[src/rtl/adc_ser_pkg.sv]
`timescale 1ns/1ps
// Shared constants and types for the serial converter front end.
// Assumes the fixed 12-bit configuration layout; edge numbers count from 1.
package adc_ser_pkg;
    localparam int CH_W        = 2;
    localparam int CFG_EDGES   = 12;
    localparam int E_WRITE     = 1;
    localparam int E_ADDR_HI   = 5;
    localparam int E_ADDR_LO   = 6;
    localparam int E_PWR_HI    = 7;
    localparam int E_PWR_LO    = 8;
    localparam int E_SPAN      = 11;
    localparam int E_CODE      = CFG_EDGES;
    localparam int E_MUX       = 14;

    typedef enum logic [1:0] {
        PWR_BAD  = 2'b00,
        PWR_AUTO = 2'b01,
        PWR_FULL = 2'b10,
        PWR_NORM = 2'b11
    } pwr_mode_e;
endpackage

[src/rtl/adc_ser_edge.sv]
`timescale 1ns/1ps
// Detects select and serial-clock edges in the system clock domain and
// numbers the falling edges of a frame. Assumes sclk and cs_n are already
// synchronous and slow relative to clk.
module adc_ser_edge #(
    parameter int FRAME_LEN = 16,
    localparam int EW = $clog2(FRAME_LEN + 1)
) (
    input  logic          clk,
    input  logic          rst_n,
    input  logic          cs_n,
    input  logic          sclk,
    output logic          cs_fall,
    output logic          cs_rise,
    output logic          fall_v,
    output logic [EW-1:0] edge_num
);
    logic          cs_q;
    logic          sclk_q;
    logic [EW-1:0] cnt_q;

    assign cs_fall  = cs_q & ~cs_n;
    assign cs_rise  = ~cs_q & cs_n;
    assign fall_v   = sclk_q & ~sclk & ~cs_n & ~cs_q & (cnt_q < EW'(FRAME_LEN));
    assign edge_num = cnt_q + EW'(1);

    // Track previous pin levels and count falling edges within a frame.
    always_ff @(posedge clk) begin
        if (!rst_n) begin
            cs_q   <= 1'b1;
            sclk_q <= 1'b1;
            cnt_q  <= '0;
        end else begin
            cs_q   <= cs_n;
            sclk_q <= sclk;
            if (cs_fall)
                cnt_q <= '0;
            else if (fall_v)
                cnt_q <= cnt_q + EW'(1);
        end
    end
endmodule

[src/rtl/adc_ser_cfg.sv]
`timescale 1ns/1ps
// Captures configuration fields by edge number, commits them on edge 12 when
// write-enable was set, and switches the input mux on edge 14.
// Assumes edge_num is valid whenever fall_v is high.
module adc_ser_cfg
    import adc_ser_pkg::*;
#(
    parameter int EW = 5
) (
    input  logic            clk,
    input  logic            rst_n,
    input  logic            din,
    input  logic            cs_fall,
    input  logic            fall_v,
    input  logic [EW-1:0]   edge_num,
    output pwr_mode_e       pwr_q,
    output logic            code_q,
    output logic            span_act,
    output logic [CH_W-1:0] mux_ch,
    output logic            mux_switch
);
    logic            wr_p;
    logic [CH_W-1:0] addr_p;
    logic [1:0]      pwr_p;
    logic            span_p;
    logic [CH_W-1:0] addr_q;
    logic            span_q;

    // Collect fields on their edges, commit on the last field edge, drive the mux.
    always_ff @(posedge clk) begin
        if (!rst_n) begin
            wr_p       <= 1'b0;
            addr_p     <= '0;
            pwr_p      <= 2'b11;
            span_p     <= 1'b0;
            addr_q     <= '0;
            pwr_q      <= PWR_NORM;
            span_q     <= 1'b0;
            code_q     <= 1'b1;
            span_act   <= 1'b0;
            mux_ch     <= '0;
            mux_switch <= 1'b0;
        end else begin
            mux_switch <= 1'b0;
            if (cs_fall) begin
                wr_p     <= 1'b0;
                span_act <= span_q;
            end else if (fall_v) begin
                case (edge_num)
                    EW'(E_WRITE):   wr_p      <= din;
                    EW'(E_ADDR_HI): addr_p[1] <= din;
                    EW'(E_ADDR_LO): addr_p[0] <= din;
                    EW'(E_PWR_HI):  pwr_p[1]  <= din;
                    EW'(E_PWR_LO):  pwr_p[0]  <= din;
                    EW'(E_SPAN):    span_p    <= din;
                    EW'(E_CODE): begin
                        if (wr_p) begin
                            addr_q <= addr_p;
                            pwr_q  <= pwr_mode_e'(pwr_p);
                            span_q <= span_p;
                            code_q <= din;
                        end
                    end
                    EW'(E_MUX): begin
                        mux_ch     <= addr_q;
                        mux_switch <= 1'b1;
                    end
                    default: ;
                endcase
            end
        end
    end
endmodule

[src/rtl/adc_ser_dout.sv]
`timescale 1ns/1ps
// Loads the formatted result word when select falls and shifts it out MSB
// first on each falling serial edge. Assumes the sample is straight binary.
module adc_ser_dout
    import adc_ser_pkg::*;
#(
    parameter int SAMPLE_W = 12,
    localparam int FRAME_LEN = 2 + CH_W + SAMPLE_W
) (
    input  logic                clk,
    input  logic                rst_n,
    input  logic                cs_fall,
    input  logic                fall_v,
    input  logic [SAMPLE_W-1:0] sample,
    input  logic [CH_W-1:0]     ch,
    input  logic                straight,
    output logic                dout
);
    logic [FRAME_LEN-1:0] sh_q;
    logic [SAMPLE_W-1:0]  coded;

    // Two's complement of an offset-binary sample is the MSB inverted.
    always_comb begin
        coded = sample;
        if (!straight)
            coded[SAMPLE_W-1] = ~sample[SAMPLE_W-1];
    end

    // Load the word at frame start, shift it on each counted falling edge.
    always_ff @(posedge clk) begin
        if (!rst_n)
            sh_q <= '0;
        else if (cs_fall)
            sh_q <= {2'b00, ch, coded};
        else if (fall_v)
            sh_q <= {sh_q[FRAME_LEN-2:0], 1'b0};
    end

    assign dout = sh_q[FRAME_LEN-1];
endmodule

[src/rtl/adc_ser_pwr.sv]
`timescale 1ns/1ps
// Power sequencing: enters shutdown at frame end for the full and auto modes,
// leaves auto shutdown when select falls, and times the wake-up interval.
module adc_ser_pwr
    import adc_ser_pkg::*;
#(
    parameter int WAKE_CYCLES = 250,
    localparam int WW = $clog2(WAKE_CYCLES + 1)
) (
    input  logic      clk,
    input  logic      rst_n,
    input  logic      cs_fall,
    input  logic      cs_rise,
    input  pwr_mode_e pwr,
    output logic      pwr_down,
    output logic      wake_ready
);
    logic [WW-1:0] cnt_q;
    logic          go_down;

    assign go_down = cs_rise && (pwr == PWR_FULL || pwr == PWR_AUTO);

    // Decide the power state at frame boundaries and count the wake-up time.
    always_ff @(posedge clk) begin
        if (!rst_n) begin
            pwr_down   <= 1'b0;
            wake_ready <= 1'b0;
            cnt_q      <= '0;
        end else if (go_down) begin
            pwr_down   <= 1'b1;
            wake_ready <= 1'b0;
            cnt_q      <= '0;
        end else if (pwr_down) begin
            if (cs_rise || (cs_fall && pwr != PWR_FULL))
                pwr_down <= 1'b0;
        end else if (!wake_ready) begin
            if (cnt_q == WW'(WAKE_CYCLES - 1))
                wake_ready <= 1'b1;
            else
                cnt_q <= cnt_q + WW'(1);
        end
    end
endmodule

[src/rtl/adc_ser_ctrl.sv]
`timescale 1ns/1ps
// Top of the serial configuration and result port. Assumes the serial pins
// are synchronous to clk and that each serial half period spans at least two
// system clocks.
module adc_ser_ctrl
    import adc_ser_pkg::*;
#(
    parameter int SAMPLE_W    = 12,
    parameter int CLK_FREQ_HZ = 250_000_000,
    parameter int WAKE_NS     = 1000,
    localparam int FRAME_LEN  = 2 + CH_W + SAMPLE_W,
    localparam int EW         = $clog2(FRAME_LEN + 1),
    localparam int WAKE_RAW   = (CLK_FREQ_HZ / 1_000_000) * WAKE_NS / 1000,
    localparam int WAKE_CYC   = (WAKE_RAW < 1) ? 1 : WAKE_RAW
) (
    input  logic                clk,
    input  logic                rst_n,
    input  logic                cs_n,
    input  logic                sclk,
    input  logic                din,
    input  logic [SAMPLE_W-1:0] sample_in,
    output logic                dout,
    output logic                dout_oe,
    output logic [CH_W-1:0]     mux_ch,
    output logic                mux_switch,
    output logic                range_half,
    output logic                pwr_down,
    output logic                wake_ready,
    output logic                mode_err
);
    logic          cs_fall;
    logic          cs_rise;
    logic          fall_v;
    logic [EW-1:0] edge_num;
    pwr_mode_e     pwr_cur;
    logic          code_cur;

    adc_ser_edge #(.FRAME_LEN(FRAME_LEN)) u_edge (
        .clk(clk), .rst_n(rst_n), .cs_n(cs_n), .sclk(sclk),
        .cs_fall(cs_fall), .cs_rise(cs_rise), .fall_v(fall_v), .edge_num(edge_num)
    );

    adc_ser_cfg #(.EW(EW)) u_cfg (
        .clk(clk), .rst_n(rst_n), .din(din), .cs_fall(cs_fall), .fall_v(fall_v),
        .edge_num(edge_num), .pwr_q(pwr_cur), .code_q(code_cur),
        .span_act(range_half), .mux_ch(mux_ch), .mux_switch(mux_switch)
    );

    adc_ser_dout #(.SAMPLE_W(SAMPLE_W)) u_dout (
        .clk(clk), .rst_n(rst_n), .cs_fall(cs_fall), .fall_v(fall_v),
        .sample(sample_in), .ch(mux_ch), .straight(code_cur), .dout(dout)
    );

    adc_ser_pwr #(.WAKE_CYCLES(WAKE_CYC)) u_pwr (
        .clk(clk), .rst_n(rst_n), .cs_fall(cs_fall), .cs_rise(cs_rise),
        .pwr(pwr_cur), .pwr_down(pwr_down), .wake_ready(wake_ready)
    );

    assign dout_oe  = ~cs_n;
    assign mode_err = (pwr_cur == PWR_BAD);
endmodule

[config.mk]
export PLATFORM = sky130hd
export DESIGN_NAME = adc_ser_ctrl
export DESIGN_NICKNAME = d
export VERILOG_FILES = /design/src/rtl/adc_ser_pkg.sv /design/src/rtl/adc_ser_edge.sv /design/src/rtl/adc_ser_cfg.sv /design/src/rtl/adc_ser_dout.sv /design/src/rtl/adc_ser_pwr.sv /design/src/rtl/adc_ser_ctrl.sv
export SDC_FILE = /design/constraint.sdc
export NUM_CORES = 1
export LEC_CHECK = 0
export BUFFER_PORTS_ARGS = -buffer_cell sky130_fd_sc_hd__buf_2
export CAP_MARGIN = 40
export CELL_PAD_IN_SITES_DETAIL_PLACEMENT = 0
export CELL_PAD_IN_SITES_GLOBAL_PLACEMENT = 1
export CORE_UTILIZATION = 37
export DETAILED_ROUTE_END_ITERATION = 7
export PLACE_DENSITY = 0.67
export SLEW_MARGIN = 10
export SYNTH_ARGS = -nofsm -noshare
export SYNTH_HDL_FRONTEND = slang
export SYNTH_SLANG_ARGS = --single-unit
[constraint.sdc]
create_clock -name clk -period 2.8 [get_ports clk]
set_clock_uncertainty 0.05 [all_clocks]
set_input_delay 0.28 -clock clk [delete_from_list [all_inputs] [get_ports clk]]
set_output_delay 0.28 -clock clk [all_outputs]
set_load 0.03 [all_outputs]
==> impl_metrics.yaml, run 1 <==
yosys:
  yosysSeqAreaShare: 0.438
  syn-num-nets: 278
  syn_inst: 252
  netlist_area_mm2: 0.00224
  syn_avg_cell_area_um2: 8.89
  synth_seq_cells: 49
  ys_types: 40
  yosysWarnings: 0
global_route:
  grt_pass1_wl_um: 7630
  grt_overflow: 0
  grt_use_total: 0.156
  antenna_found_initial: 0
  grt_start_max_net_pins: 22
  grt_pass1_vias: 1648
timing:
  setup_viol: 0
  setup-tns-final_ps: 0
  relSlewSlack: 0.550
  period_needed_ps: 2210
  grt_setup_unrepaired: "no"
  tightestPinTransition_ps: 674
  finalCritPeriodShare: 0.789
  hold_viol_final: 0
  fmax_mhz: 453
  slew_violations: 0
hold_path:
  min_to: "u_dout.sh_q[0]$_SDFFE_PN0P_"
  hp-start: "sample_in[0]"
  min_path_type: "input pin to register"
  whs_path_depth: 3
placement:
  dp_hpwl_um: 3410
  place_area_mm2: 0.00243
  io_buffer_count: 25
  place.gp.congestion: 0.859
worst_setup_path:
  r2r_start: "u_edge.cnt_q[0]$_SDFFE_PP0P_"
  critPathBufInv: 0
  cp-start-kind: "register"
  cpMaxStageDelayCell: "dfxtp_1"
  path_delay_family: "simple AND/OR/NAND/NOR gates"
  cp-end-kind: "register"
  cpPeakStageDelay_ps: 510
  r2r_end: "u_cfg.addr_p[0]$_SDFFE_PN0P_"
  cp_max_fo: 9
  ff2ff_path_depth: 5
  crit_type: "register to register"
  cp.arrival_ps: 2360
  crit_chain: "ha_1 > or3b_2 > o31ai_1 > or4b_1 > mux2i_1"
  r2r_slack_ps: 590
  worstPathRequired_ps: 2950
final_layout:
  mostFrequentLayoutCell: "dfxtp_1"
  drive_gt1_frac: 0.155
  fillers: 609
  syn2layout_area_growth_pct: 12.7
  finalInstanceArea_mm2: 0.00252
  nets: 303
  antennaDiodeCount: 0
  final_cell_mix: "dfxtp_1, nand2_1, nor2_1, buf_2, a21oi_1"
routing:
  num_vias: 1783
  first_pass_iters: 4
  route.detailed.drc: 0
  avgRoutedWirePerCell_um: 13.5
  met2_length_um: 2130
  routedLengthMet1_um: 2250
  antenna_left: 0
  wl_um: 4710
  vias_per_cell: 5.11
  route.met3.wl_um: 243
  drt_iter0_drc: 59
  highest_layer: "met4"
clocking:
  cts_buffer_depth: 2
  tritoncts: "yes"
  cts_buffers: 5
  post-cts-setup-buffers: 0
  cts-root-buf: "clkbuf_8"
  post_cts_resized: 0
  clock_latency_ps: 310
  clkTransAtPathRegs_ps: 100
  h-tree-depth: 2
  clock-sinks: 49
  cts_hold_buf: 0
floorplan:
  die_area_mm2: 0.00637
  io_pins: 26
  fp.dieH_um: 79.8
  die_w_um: 79.8
  start_util: 0.395
  fp-row-count: 27
  core_mm2: 0.00568
power:
  pwr_density_cell_mw_per_mm2: 496
  peakVddDrop_uv: 196
  leakage_nw: 0.984
run:
  cap_viol_max_count: 0
run_status:
  status: "completed"
[worst max-delay path by stage]
stage / from / end / slack (ps) / cells past startpoint
detailed placement: u_edge.cnt_q[0]$_SDFFE_PP0P_ / u_cfg.addr_p[0]$_SDFFE_PN0P_ / 610 / 5
global placement: u_edge.cnt_q[0]$_SDFFE_PP0P_ / u_cfg.addr_p[0]$_SDFFE_PN0P_ / 670 / 5
finish: u_edge.cnt_q[0]$_SDFFE_PP0P_ / u_cfg.addr_p[0]$_SDFFE_PN0P_ / 590 / 5
floorplan: u_edge.cnt_q[0]$_SDFFE_PP0P_ / u_cfg.addr_p[0]$_SDFFE_PN0P_ / 770 / 5
global route: u_edge.cnt_q[0]$_SDFFE_PP0P_ / u_cfg.addr_p[0]$_SDFFE_PN0P_ / 460 / 5
CTS: u_edge.cnt_q[0]$_SDFFE_PP0P_ / u_cfg.addr_p[0]$_SDFFE_PN0P_ / 590 / 5
[tightest hold or removal path: stages]
cell and delay [ps]:
buf_2 100, nand2_1 50, a21oi_1 50
[metal layers]
| layer | up-vias | global-route usage |
|---|---|---|
| li1 | 920 | - |
| met1 | 815 | 0.189 |
| met2 | 40 | 0.262 |
| met3 | 8 | 0.0331 |
| met4 | 0 | 0.0696 |
| met5 | - | 0 |
[power by group]
group          switching, mW  internal [mW]  leakage, nW
clock                  0.246          0.196       0.0433
combinational         0.0519         0.0337        0.543
sequential            0.0121          0.713        0.398
[layout make-up]
cell class / count / area (um^2) / area share
multi-input cells: 184 / 1180 / 0.468
flip-flops and latches: 49 / 981 / 0.389
repair buffers: 28 / 148 / 0.0585
well taps: 72 / 90.1 / 0.0357
clock buffers: 6 / 82.6 / 0.0327
inverters: 9 / 33.8 / 0.0134
clock inverters: 1 / 7.51 / 0.00297
[synthesized netlist by cell type, drive strengths merged]
| cell | n | area, um^2 |
|---|---|---|
| inv | 9 | 33.8 |
| a2111oi | 2 | 42.5 |
| xnor2 | 5 | 43.8 |
| nor3 | 4 | 20.0 |
| and3b | 1 | 8.76 |
| a2111o | 1 | 11.3 |
| a311oi | 1 | 8.76 |
| a22oi | 11 | 82.6 |
| or4b | 2 | 20.0 |
| buf | 3 | 17.5 |
| o41ai | 1 | 8.76 |
| dfxtp | 49 | 981 |
| and2 | 2 | 12.5 |
| nor4b | 1 | 23.8 |
| a21boi | 1 | 7.51 |
| nand3 | 4 | 20.0 |
| a221oi | 1 | 8.76 |
| or3b | 2 | 17.5 |
| mux2 | 1 | 11.3 |
| a21oi | 23 | 115 |
| nor2 | 28 | 108 |
| o31ai | 1 | 7.51 |
| nand3b | 3 | 22.5 |
| o21ai | 4 | 20.0 |
| ha | 9 | 113 |
| nand2b | 4 | 25.0 |
| nand4 | 6 | 37.5 |
| o211ai | 1 | 7.51 |
| xor2 | 6 | 52.6 |
| clkbuf | 7 | 26.3 |
| nand4b | 1 | 8.76 |
| nand2 | 41 | 161 |
| nor2b | 1 | 6.26 |
| and3 | 2 | 12.5 |
| o21bai | 1 | 7.51 |
| mux2i | 13 | 130 |
[stage by stage]
step                utilization  hold WS, ps  power, mW  setup WS, ps  instances
floorplan                     -          331      0.795           772        252
global placement          0.428          393      0.827           666        341
detailed placement        0.429          393      0.829           613        342
CTS                       0.445          157       1.27           589        349
global route              0.445          160       1.30           463        349
finish                    0.445          160       1.25           590        349
[sequential cells by signal, indices dropped and copies added (netlist names), 2 cells and up]
name,flops
u_dout.sh_q,16
u_cfg.addr_q,2
u_cfg.addr_p,2
u_pwr.cnt_q,8
u_cfg.pwr_q,2
u_edge.cnt_q,5
u_cfg.pwr_p,2
u_cfg.mux_ch,2
[cells by family (layout without fill, tap and decap cells)]
group	Yosys count	after routing	share of synthesized area
AOI/OAI and AO/OA	48	48	0.146
xor gates and xnor gates	11	11	0.0430
adders and majority gates	9	9	0.0503
buffers and inverters	19	44	0.0346
DFF	49	49	0.438
muxes	14	14	0.0631
and+or+nand+nor	102	102	0.225
Note: power is estimated with default switching activity, not from simulation.
==> run 2, diff against run 1 <==
Clock period 2.8 ns to 2.3 ns, I/O delays scaled along.
==> run 2 against run 1 <==
Via count is 1.9% higher. Hold slack worse by 53 ps. Sequential share of layout area is 1.1 points lower. Flip-flop and latch count stayed put. Global-route usage is 1.3 points higher. Maximum frequency is 11% higher. First-iteration DRC count is 54% higher. Register-to-register slack worse by 280 ps. Count of clock-buffer cells in the layout stayed put. Die area stayed put.
==> impl_metrics.yaml, run 2 (synthesis results as in run 1) <==
run_status:
  status: "completed"
clocking:
  tritoncts: "yes"
  cts_hold_buf: 0
  cts_buffer_depth: 2
  clock-sinks: 49
  cts_buffers: 5
  post-cts-setup-buffers: 0
  clock_latency_ps: 300
  clkTransAtPathRegs_ps: 90
  cts-root-buf: "clkbuf_8"
  post_cts_resized: 0
  h-tree-depth: 2
final_layout:
  fin_util: 0.458
  reg_top3: "u_dout.sh_q x16, u_pwr.cnt_q x8, u_edge.cnt_q x5"
  nets: 309
  mostFrequentLayoutCell: "dfxtp_1"
  fillers: 579
  drive_gt1_frac: 0.176
  syn2layout_area_growth_pct: 16.0
  multiInputGateArea_mm2: 0.00118
  antennaDiodeCount: 0
  largest_reg_flops: 16
  final_cell_mix: "dfxtp_1, nand2_1, nor2_1, buf_2, a21oi_1"
  stdcell_count: 356
  seq_area_um2: 981
  largest-register: "u_dout.sh_q"
routing:
  first_pass_iters: 5
  route.detailed.drc: 0
  vias_per_cell: 5.10
  wl_um: 4840
  num_vias: 1816
  avgRoutedWirePerCell_um: 13.6
  antenna_left: 0
  drt_iter0_drc: 91
placement:
  dp_hpwl_um: 3470
  dp_slack_ps: 342
  io_buffer_count: 25
  place.gp.congestion: 0.817
  dp.cells: 348
power:
  p_sw_mw: 0.376
  leakage_nw: 1.03
  pwr_density_cell_mw_per_mm2: 632
  power_frac_comb: 0.067
  clock_power_share: 0.397
  p_int_mw: 1.27
  peakVddDrop_uv: 304
  netSwitchingFraction: 0.229
  seqPwrFrac: 0.537
floorplan:
  die_w_um: 79.8
  core_mm2: 0.00568
  io_pins: 26
  start_util: 0.395
  die_area_mm2: 0.00637
  fp.dieH_um: 79.8
  fp-row-count: 27
worst_setup_path:
  r2r_start: "u_edge.cnt_q[0]$_SDFFE_PP0P_"
  r2r_slack_ps: 310
  cp.arrival_ps: 2140
  cp-end-kind: "register"
  worstPathRequired_ps: 2450
  crit_type: "register to register"
  ff2ff_path_depth: 5
  cp_max_fo: 8
  r2r_end: "u_cfg.addr_p[0]$_SDFFE_PN0P_"
  cp-start-kind: "register"
global_route:
  grt_pass1_vias: 1691
  antenna_found_initial: 0
  grt_overflow: 0
  grt_pass1_wl_um: 8210
  grt_busiest_layer: "met2"
  grtUsageMet3: 0.0343
  grt_use_total: 0.168
  use_met1: 0.236
  grt_start_max_net_pins: 22
  use_met2: 0.258
timing:
  grt_setup_unrepaired: "no"
  setup_viol: 0
  relSlewSlack: 0.532
  tightestPinTransition_ps: 701
  fmax_mhz: 502
  period_needed_ps: 1990
  setup-tns-final_ps: 0
  finalCritPeriodShare: 0.866
  slew_violations: 0
  hold_viol_final: 0
  setup_slack_ps: 308
hold_path:
  min_to: "u_dout.sh_q[0]$_SDFFE_PN0P_"
  hp-start: "sample_in[0]"
  min_path_type: "input pin to register"
  whs_path_depth: 3
run:
  cap_viol_max_count: 0
==> run 2: layer usage <==
metal / wire, um / part of all wire
met3: 158 / 0.033
met2: 2120 / 0.44
met1: 2490 / 0.52
met5: 0 / 0
met4: 63 / 0.013
==> run 2: how the worst max path moves through the flow <==
stage	start	end	depth (start not counted)
after floorplan	u_edge.cnt_q[0]$_SDFFE_PP0P_	u_cfg.addr_p[0]$_SDFFE_PN0P_	5
after global placement	u_edge.cnt_q[0]$_SDFFE_PP0P_	u_cfg.addr_p[0]$_SDFFE_PN0P_	5
after detailed placement	u_edge.cnt_q[0]$_SDFFE_PP0P_	u_cfg.addr_p[0]$_SDFFE_PN0P_	5
after CTS	u_edge.cnt_q[0]$_SDFFE_PP0P_	u_cfg.addr_p[0]$_SDFFE_PN0P_	5
after global routing	u_edge.cnt_q[3]$_SDFFE_PP0P_	u_cfg.mux_ch[1]$_SDFFE_PN0P_	4
final	u_edge.cnt_q[0]$_SDFFE_PP0P_	u_cfg.addr_p[0]$_SDFFE_PN0P_	5
==> run 2: cell type report <==
class	instances	area share
Inverter	9	0.0130
Tap cell	72	0.0346
Timing Repair Buffer	34	0.0741
Clock buffer	6	0.0318
Sequential cell	49	0.377
Clock inverter	2	0.0144
Multi-Input combinational cell	184	0.455
==> run 2: through the flow <==
step | area (um^2) | power [mW] | hold WS [ps]
CTS | 2600 | 1.66 | 107
detailed placement | 2480 | 1.01 | 395
finish | 2600 | 1.64 | 107
global placement | 2480 | 1.01 | 391
global route | 2600 | 1.72 | 110
floorplan | 2240 | 0.968 | 281
==> run 2: critical path: stages, from the launching register on <==
cell and delay (ps):
dfxtp_1 340, ha_1 280, or3b_2 470, o31ai_1 130, or4b_1 500, mux2i_1 130
==> run 2: power by group through the flow <==
stage | clock network [mW] | logic (mW) | registers [mW]
floorplan | 0 | 0.0690 | 0.899
global placement | 0 | 0.111 | 0.902
detailed placement | 0 | 0.111 | 0.902
CTS | 0.669 | 0.111 | 0.882
global route | 0.708 | 0.124 | 0.885
finish | 0.652 | 0.109 | 0.882
==> run 3, diff against run 2 <==
Settings changed: CORE_UTILIZATION 37 to 43, PLACE_DENSITY 0.67 to 0.76, REMOVE_ABC_BUFFERS set to 1.
==> run 3 against run 2 <==
Non-clock buffer count shrank 2. Total power shrank 8.6%. Routed wire length is 7.0% lower. Global-route usage up 1.3 points. Largest cell class unchanged.
==> impl_metrics.yaml, run 3 (synthesis results as in run 1) <==
timing:
  setup_viol: 0
  slew_violations: 0
  fmax_mhz: 503
  finalCritPeriodShare: 0.864
  hold_viol_final: 0
  tightestPinTransition_ps: 628
  period_needed_ps: 1990
  setup_slack_ps: 313
  setup-tns-final_ps: 0
  relSlewSlack: 0.581
  grt_setup_unrepaired: "no"
routing:
  first_pass_iters: 4
  num_vias: 1786
  antenna_left: 0
  avgRoutedWirePerCell_um: 12.9
  route.detailed.drc: 0
  drt_iter0_drc: 65
  wl_um: 4500
  vias_per_cell: 5.12
final_layout:
  largest-register: "u_dout.sh_q"
  reg_top3: "u_dout.sh_q x16, u_pwr.cnt_q x8, u_edge.cnt_q x5"
  nets: 307
  fillers: 503
  drive_gt1_frac: 0.170
  multiInputGateArea_mm2: 0.00118
  mostFrequentLayoutCell: "dfxtp_1"
  antennaDiodeCount: 0
  largest_reg_flops: 16
  seq_area_um2: 981
  syn2layout_area_growth_pct: 13.7
  final_cell_mix: "dfxtp_1, nand2_1, nor2_1, buf_2, a21oi_1"
worst_setup_path:
  ff2ff_path_depth: 5
  cp-start-kind: "register"
  cp.arrival_ps: 2130
  cpMaxStageDelayCell: "or4b_1"
  worstPathRequired_ps: 2450
  cpPeakStageDelay_ps: 500
  cp_max_fo: 8
  crit_type: "register to register"
  cp-end-kind: "register"
  crit_chain: "ha_1 > or3b_2 > o31ai_1 > or4b_1 > mux2i_1"
clocking:
  post-cts-setup-buffers: 0
  clkTransAtPathRegs_ps: 100
  cts_buffers: 5
  post_cts_resized: 0
  cts-root-buf: "clkbuf_8"
  cts_buffer_depth: 2
  h-tree-depth: 2
  clock-sinks: 49
  clock_latency_ps: 300
  tritoncts: "yes"
  cts_hold_buf: 0
floorplan:
  start_util: 0.459
  die_w_um: 74.2
  die_area_mm2: 0.00550
  fp.dieH_um: 74.2
  fp-row-count: 25
  core_mm2: 0.00488
  io_pins: 26
power:
  netSwitchingFraction: 0.249
  power_frac_comb: 0.072
  pwr_density_cell_mw_per_mm2: 589
  peakVddDrop_uv: 502
  leakage_nw: 1.01
  seqPwrFrac: 0.587
  clock_power_share: 0.341
  p_sw_mw: 0.374
  p_int_mw: 1.13
global_route:
  grt_pass1_wl_um: 7570
  grt_start_max_net_pins: 22
  grt_pass1_vias: 1641
  antenna_found_initial: 0
  grt_use_total: 0.181
  grt_overflow: 0
placement:
  place.gp.congestion: 0.854
  io_buffer_count: 25
  dp_slack_ps: 344
  dp_hpwl_um: 3150
hold_path:
  min_path_type: "input pin to register"
  whs_path_depth: 3
run_status:
  status: "completed"
run:
  cap_viol_max_count: 0
[run 3: layout make-up]
class / instances / area share
multi-input cells: 184 / 0.464
flip-flops and latches: 49 / 0.385
repair buffers: 32 / 0.0697
well taps: 67 / 0.0329
clock buffers: 5 / 0.0270
inverters: 9 / 0.0133
clock inverters: 3 / 0.00835
[run 3: metal layers]
| layer | GRT usage | routed length (um) | vias to the layer above |
|---|---|---|---|
| li1 | - | - | 927 |
| met1 | 0.244 | 2320 | 827 |
| met2 | 0.291 | 2010 | 28 |
| met3 | 0.0447 | 128 | 4 |
| met4 | 0.0449 | 39 | 0 |
| met5 | 0 | 0 | - |
[run 3: final timing paths]
| kind | from | endpoint | slack, ps |
|---|---|---|---|
| worst max register to register | u_edge.cnt_q[0]$_SDFFE_PP0P_ | u_cfg.addr_p[0]$_SDFFE_PN0P_ | 310 |
| worst max-delay path | u_edge.cnt_q[0]$_SDFFE_PP0P_ | u_cfg.addr_p[0]$_SDFFE_PN0P_ | 310 |
| worst min register to register | u_dout.sh_q[14]$_SDFFE_PP0P_ | u_dout.sh_q[15]$_SDFFE_PP0P_ | 410 |
| worst min-delay path | sample_in[0] | u_dout.sh_q[0]$_SDFFE_PN0P_ | 100 |
[run 3: critical path: cells and delay by family, from the launching register on]
kind                       cells  cell delay (ps)
AOI/OAI and AO/OA              1              130
adders and majority gates      1              270
DFF                            1              350
muxes                          1              130
and+or+nand+nor                2              960
[run 3: power by group through the flow]
stage,Combinational [mW],Sequential (mW),Clock (mW)
finish,0.108,0.882,0.512
global route,0.123,0.885,0.570
CTS,0.109,0.882,0.527
detailed placement,0.109,0.902,0
global placement,0.108,0.902,0
floorplan,0.0621,0.899,0
[run 3: metrics by stage]
step	total power [mW]	instances	cell area (um^2)	utilization	hold slack (ps)
6_report	1.50	349	2550	0.522	105
5_1_grt	1.58	349	2550	0.522	97.7
4_1_cts	1.52	349	2550	0.522	100
3_5_place_dp	1.01	341	2460	0.504	393
3_3_place_gp	1.01	341	2460	0.504	393
2_1_floorplan	0.961	242	2200	-	250
